File: src/rtl/smux_pkg.sv
// Shared definitions for the serial word collector.
// Assumes a fixed 24-bit word; every other size is a module parameter.
package smux_pkg;
    localparam int WORD_W = 24;

    // One completed word waiting in a lane.
    typedef struct packed {
        logic [WORD_W-1:0] data;
        logic              chk;
        logic              err;
    } slot_t;

    typedef enum logic {
        XS_IDLE = 1'b0,
        XS_BUSY = 1'b1
    } xfer_state_t;
endpackage

File: src/rtl/smux_lane.sv
// Per-lane assembler: shifts serial bits into words (MSB first), tracks the
// position within a frame, accumulates the XOR of data words and judges the
// trailing check word. Holds one completed word until the arbiter consumes it.
// Assumes the frame-start flag arrives with the strobe of the frame's first bit.
module smux_lane
    import smux_pkg::*;
#(
    parameter int FRAME_DATA = 3
) (
    input  logic  clk,
    input  logic  rst_n,
    input  logic  s_bit,
    input  logic  s_stb,
    input  logic  s_frm,
    input  logic  clr,
    input  logic  ovr_clr,
    output slot_t slot,
    output logic  full,
    output logic  ovr
);
    localparam int BCNT_W = $clog2(WORD_W);
    localparam int IDX_W  = $clog2(FRAME_DATA + 1);

    logic [WORD_W-1:0] shreg, nxt_shift, acc;
    logic [BCNT_W-1:0] bcnt;
    logic [IDX_W-1:0]  widx;
    logic              in_frame, take, word_done, is_chk;

    // Next shift value, and whether this strobe completes a word.
    always_comb begin
        nxt_shift = {shreg[WORD_W-2:0], s_bit};
        take      = s_stb && (s_frm || in_frame);
        word_done = take && !s_frm && (bcnt == BCNT_W'(WORD_W - 1));
        is_chk    = (widx == IDX_W'(FRAME_DATA));
    end

    // Bit and word position tracking plus parity accumulation.
    always_ff @(posedge clk) begin
        if (!rst_n) begin
            shreg    <= '0;
            bcnt     <= '0;
            widx     <= '0;
            acc      <= '0;
            in_frame <= 1'b0;
        end else if (take) begin
            shreg <= nxt_shift;
            if (s_frm) begin
                in_frame <= 1'b1;
                bcnt     <= BCNT_W'(1);
                widx     <= '0;
                acc      <= '0;
            end else if (word_done) begin
                bcnt <= '0;
                if (is_chk) begin
                    in_frame <= 1'b0;
                end else begin
                    acc  <= acc ^ nxt_shift;
                    widx <= widx + IDX_W'(1);
                end
            end else begin
                bcnt <= bcnt + BCNT_W'(1);
            end
        end
    end

    // Holding slot: load when free or being freed, otherwise drop the word.
    always_ff @(posedge clk) begin
        if (!rst_n) begin
            slot <= '0;
            full <= 1'b0;
        end else if (word_done && (!full || clr)) begin
            slot.data <= nxt_shift;
            slot.chk  <= is_chk;
            slot.err  <= is_chk && (acc != nxt_shift);
            full      <= 1'b1;
        end else if (clr) begin
            full <= 1'b0;
        end
    end

    // Sticky overrun flag, cleared only at the start of a run.
    always_ff @(posedge clk) begin
        if (!rst_n || ovr_clr) begin
            ovr <= 1'b0;
        end else if (word_done && full && !clr) begin
            ovr <= 1'b1;
        end
    end
endmodule

File: src/rtl/smux_rr.sv
// Round-robin picker: among requesting lanes, grants the first one found
// after the lane served last, wrapping around. Purely combinational.
module smux_rr #(
    parameter int N_CH = 6,
    localparam int CH_W = $clog2(N_CH)
) (
    input  logic [N_CH-1:0] req,
    input  logic [CH_W-1:0] last,
    output logic [CH_W-1:0] gnt,
    output logic            any
);
    // Scan from the farthest offset down so the nearest requester wins.
    always_comb begin
        gnt = '0;
        any = 1'b0;
        for (int off = N_CH; off >= 1; off--) begin
            if (req[(int'(last) + off) % N_CH]) begin
                gnt = CH_W'((int'(last) + off) % N_CH);
                any = 1'b1;
            end
        end
    end
endmodule

File: src/rtl/smux_top.sv
// Serial word collector top: N_CH lanes, a round-robin arbiter and a
// request/acknowledge write controller with an address counter and done pulse.
// Assumes the host holds mem_ack for one cycle per accepted word and that
// run_start is only pulsed while no transfer is in flight.
module smux_top
    import smux_pkg::*;
#(
    parameter int N_CH       = 6,
    parameter int FRAME_DATA = 3,
    parameter int ADDR_W     = 12,
    localparam int CH_W      = $clog2(N_CH)
) (
    input  logic              clk,
    input  logic              rst_n,
    input  logic              run_start,
    input  logic              host_link,
    input  logic [N_CH-1:0]   ser_bit,
    input  logic [N_CH-1:0]   ser_stb,
    input  logic [N_CH-1:0]   ser_frm,
    output logic              mem_req,
    input  logic              mem_ack,
    output logic [ADDR_W-1:0] mem_addr,
    output logic [WORD_W-1:0] mem_data,
    output logic              mem_chk,
    output logic              mem_err,
    output logic [CH_W-1:0]   mem_src,
    output logic              mem_done,
    output logic [N_CH-1:0]   overrun
);
    slot_t           lane_slot [N_CH];
    logic [N_CH-1:0] lane_full, lane_clr;
    logic [CH_W-1:0] last_q, gnt;
    logic            gnt_any;
    xfer_state_t     state;

    for (genvar i = 0; i < N_CH; i++) begin : g_lane
        // Free the slot of the lane whose word is being acknowledged.
        assign lane_clr[i] = (state == XS_BUSY) && mem_ack && (mem_src == CH_W'(i));

        smux_lane #(.FRAME_DATA(FRAME_DATA)) u_lane (
            .clk     (clk),
            .rst_n   (rst_n),
            .s_bit   (ser_bit[i]),
            .s_stb   (ser_stb[i]),
            .s_frm   (ser_frm[i]),
            .clr     (lane_clr[i]),
            .ovr_clr (run_start),
            .slot    (lane_slot[i]),
            .full    (lane_full[i]),
            .ovr     (overrun[i])
        );
    end

    smux_rr #(.N_CH(N_CH)) u_rr (
        .req  (lane_full),
        .last (last_q),
        .gnt  (gnt),
        .any  (gnt_any)
    );

    // Transfer sequencing: offer a granted word, wait for ack, pulse done.
    always_ff @(posedge clk) begin
        if (!rst_n) begin
            state    <= XS_IDLE;
            mem_req  <= 1'b0;
            mem_done <= 1'b0;
            mem_data <= '0;
            mem_chk  <= 1'b0;
            mem_err  <= 1'b0;
            mem_src  <= '0;
            last_q   <= CH_W'(N_CH - 1);
        end else begin
            mem_done <= 1'b0;
            case (state)
                XS_IDLE: begin
                    if (host_link && gnt_any) begin
                        mem_req  <= 1'b1;
                        mem_data <= lane_slot[gnt].data;
                        mem_chk  <= lane_slot[gnt].chk;
                        mem_err  <= lane_slot[gnt].err;
                        mem_src  <= gnt;
                        last_q   <= gnt;
                        state    <= XS_BUSY;
                    end
                end
                XS_BUSY: begin
                    if (mem_ack) begin
                        mem_req  <= 1'b0;
                        mem_done <= 1'b1;
                        state    <= XS_IDLE;
                    end
                end
                default: state <= XS_IDLE;
            endcase
        end
    end

    // Write address counter: zeroed at run start, advanced per delivered word.
    always_ff @(posedge clk) begin
        if (!rst_n || run_start) begin
            mem_addr <= '0;
        end else if (state == XS_BUSY && mem_ack) begin
            mem_addr <= mem_addr + ADDR_W'(1);
        end
    end
endmodule

File: config.mk
export PLATFORM = sky130hd
export DESIGN_NAME = smux_top
export DESIGN_NICKNAME = d
export VERILOG_FILES = /design/src/rtl/smux_pkg.sv /design/src/rtl/smux_lane.sv /design/src/rtl/smux_rr.sv /design/src/rtl/smux_top.sv
export SDC_FILE = /design/constraint.sdc
export NUM_CORES = 1
export LEC_CHECK = 0
export BUFFER_PORTS_ARGS = -buffer_cell sky130_fd_sc_hd__buf_2
export CAP_MARGIN = 40
export CELL_PAD_IN_SITES_DETAIL_PLACEMENT = 1
export CELL_PAD_IN_SITES_GLOBAL_PLACEMENT = 1
export CORE_MARGIN = 2
export CORE_UTILIZATION = 49
export DETAILED_ROUTE_END_ITERATION = 16
export PLACE_DENSITY = 0.9
export SYNTH_ARGS = -nofsm -noshare
export SYNTH_HDL_FRONTEND = slang
export SYNTH_SLANG_ARGS = --single-unit
File: constraint.sdc
create_clock -name clk -period 10.8 [get_ports clk]
set_input_delay 1.08 -clock clk [delete_from_list [all_inputs] [get_ports clk]]
set_output_delay 1.08 -clock clk [all_outputs]
set_load 0.03 [all_outputs]
==> impl_metrics.csv <==
group,metric,value,unit
status,status,"finished clean",
setup_path,cp-start-kind,"register",
clock_tree,clk_pin_slew_worst_paths,0.06,ns
routing,post_drt_wl_per_cell,21.9,um
place,preCtsSetupSlack,5.75,ns
setup_path,cp.arrival,5.64,ns
synthesis,synth.net_count,3300,
global_routing,antenna_found_initial,3,
timing,slew_headroom,0.185,
clock_tree,post_cts.repair.setup_buffers,0,
timing,hold_viol_final,0,
cells_and_area,regArea,10900,um^2
setup_path,crit_type,"register to register",
cells_and_area,multi_input_area,14200,um^2
place,portBuffers,71,
setup_path,crit_required,11.32,ns
clock_tree,cts_resized,0,
timing,fin_crit,5.12,ns
routing,vias_per_cell,6.05,
floorplanning,coreArea,52800,um^2
floorplanning,die_h,236,um
synthesis,seq_area_frac_synth,0.414,
routing,drt-total-wl,86.4,mm
routing,detail-route-antenna-nets,0,
place,place_congestion,0.888,
setup_path,r2r_slack,5.68,ns
cells_and_area,area_growth,10.9,%
timing,fmax,0.195,GHz
routing,drt_iter0_markers,1913,
timing,tns,0,ns
worst_hold_path,min_delay_path_depth,2,
cells_and_area,nFillCells,6256,
global_routing,grt_start_max_net_pins,299,
clock_tree,insertion_delay,0.64,ns
power,p_leak,10.2,nW
timing,rsz0062_at_grt,"no",
clock_tree,ctsHoldBuffers,0,
clock_tree,cts_sinks,544,
job,max_cap_viol_count,0,
clock_tree,cts_buffer_depth,3,
setup_path,reg2reg_to,"mem_data[1]",
setup_path,critPathSlowestCell,"o211a_4",
synthesis,synth-seq-cells,544,
timing,setup_viol_count_final,0,
floorplanning,die-area,55500,um^2
clock_tree,cts_tree,"done",
routing,drc,0,
cells_and_area,fin_nets,3263,
setup_path,cp-end-kind,"register",
cells_and_area,layout_common_cells,"nand2_1 (709), dfxtp_1 (544), a21boi_0 (335), o21ai_0 (252), nor2b_1 (227)",
global_routing,grt_pass1_vias,24900,
timing,fin_crit_sh,0.474,
setup_path,cp_top_family,"compound AO/OA/AOI/OAI gates",
setup_path,path_buf_inv,3,
worst_hold_path,min_to,"g_lane[0].u_lane.acc[5]",
timing,fin_ws,5.68,ns
cells_and_area,final_common_cell,"nand2_1",
clock_tree,cts_inserted_buffers,58,
synthesis,yosys_warnings,0,
setup_path,crit_fanout,90,
timing,clock-skew-final,0.0276,ns
synthesis,ys_types,83,
cells_and_area,final_layout_size_suffix_gt1_frac,0.0923,
timing,worstMarginPinSlew,1.22,ns
cells_and_area,num_antenna_cells,0,
setup_path,rr_startpoint,"mem_src[1]",
place,dp.final_hpwl,59.0,mm
synthesis,synth_edf_count,0,
global_routing,grt_pass1_wl,137,mm
routing,vias,23900,
synthesis,synthFlopType,"dfxtp_1",
worst_hold_path,min_from,"g_lane[0].u_lane.acc[5]",
worst_hold_path,hold_path_class,"register to register",
floorplanning,die_w,236,um
synthesis,postSynthCellCount,3254,
clock_tree,cts-root-buf,"clkbuf_16",
routing,firstDrtPassIters,5,
floorplanning,pin_count,72,
setup_path,crit_chain,"inv_1 -> ha_1 -> a21oi_4 -> inv_2 -> ha_1 -> nor2b_1 -> a211oi_1 -> a31o_1 -> or3_1 -> nand2_1 -> o211a_4 -> nand2_1 -> a21o_1 -> buf_4 -> a221oi_1",
power,ir_worst_vdd,0.122,mV
timing,slew_viol_final,0,
floorplanning,num_rows,84,
synthesis,async_flop_share,0,
synthesis,netlist_area,26300,um^2
clock_tree,htree_levels,2,
synthesis,avgSynthCellArea,8.08,um^2
power,cellPowerDensity,181,nW/um^2
global_routing,grt_use_total,0.303,
setup_path,r2r_cells,15,
floorplanning,start_util,0.498,
setup_path,critPathMaxStageDelay,0.79,ns
global_routing,grt_overflow,0,
cells in the mapped netlist (23+ instances only):
cell type    n  area share
nand2_1    709        0.10
dfxtp_1    544        0.41
a21boi_0   335       0.096
o21ai_0    254       0.048
nor2b_1    227       0.054
clkbuf_1   181       0.026
nor2_1     173       0.025
a22oi_1    115       0.033
inv_1      105       0.015
nand3_1     51      0.0097
xor2_1      44       0.015
and2_1      42       0.010
mux2i_1     33       0.013
nand4_1     31      0.0074
nor4_1      28      0.0067
o22ai_1     25      0.0060
a2111oi_0   24      0.0080
ha_1        23       0.011
final cells by class:
class	count	area share
tap	688	0.0295
inverter	107	0.0138
clock inverter	12	0.00395
multi-input combinational	2385	0.486
timing repair buffer	121	0.0319
sequential	544	0.374
clock buffer	91	0.0616
metrics by stage:
step                       util  cells  hold WS (ns)  total power, mW  cell area, um^2
after floorplan               -   3254         0.437             3.00            26300
after global placement    0.510   3828         0.451             3.24            26900
after detailed placement  0.516   3845         0.465             3.30            27200
after CTS                 0.552   3948         0.473             5.29            29100
after global routing      0.552   3948         0.498             5.47            29100
final                     0.552   3948         0.469             5.29            29100
cells by family (layout without fill, tap and decap cells):
family	Yosys count	after routing	share of synthesized area
XOR/XNOR	60	60	0.0210
adder cells (fa/ha/maj)	23	23	0.0109
AO/OA/AOI/OAI	925	925	0.254
flip-flops	544	544	0.414
multiplexers	39	39	0.0157
buffers and inverters	325	331	0.0499
AND/OR/NAND/NOR	1338	1338	0.234
worst reg2reg max path, cell delays in order, from the launching register on:
cell and delay [ns]:
dfxtp_1 0.59, inv_1 0.20, ha_1 0.35, a21oi_4 0.28, inv_2 0.07, ha_1 0.29, nor2b_1 0.29, a211oi_1 0.19
a31o_1 0.27, or3_1 0.37, nand2_1 0.13, o211a_4 0.79, nand2_1 0.19, a21o_1 0.37, buf_4 0.32, a221oi_1 0.32
power breakdown:
group,leakage (nW),switching [mW],internal [mW]
Clock,0.949,0.848,1.16
Sequential,4.38,0.101,2.07
Combinational,4.84,0.743,0.364
Total,10.2,1.69,3.60
state kept, by name, summed over array words and instances (netlist names), 2 cells and up:
| name | flops |
|---|---|
| g_lane.u_lane.bcnt | 30 |
| g_lane.u_lane.slot | 156 |
| g_lane.u_lane.shreg | 138 |
| g_lane.u_lane.widx | 12 |
| last_q | 2 |
| mem_src | 3 |
| g_lane.u_lane.acc | 144 |
| mem_addr | 12 |
| g_lane.u_lane.full | 6 |
| mem_data | 24 |
| g_lane.u_lane.ovr | 6 |
| g_lane.u_lane.in_frame | 6 |
how the worst max path moves through the flow:
stage,start,end,cells after the start
2_1_floorplan,mem_src[1],mem_data[10],16
3_3_place_gp,mem_src[1],mem_chk,14
3_5_place_dp,mem_src[1],mem_data[1],15
4_1_cts,mem_src[1],mem_data[1],15
5_1_grt,mem_src[1],mem_data[1],15
6_report,mem_src[1],mem_data[1],15
metal layers:
layer,global-route usage,vias up,wire (um)
li1,-,11100,-
met4,0.141,2,3970
met1,0.374,11900,36400
met2,0.519,663,41500
met5,0,-,45
met3,0.0480,209,4530
No activity file was read; power rests on OpenSTA's default activity.
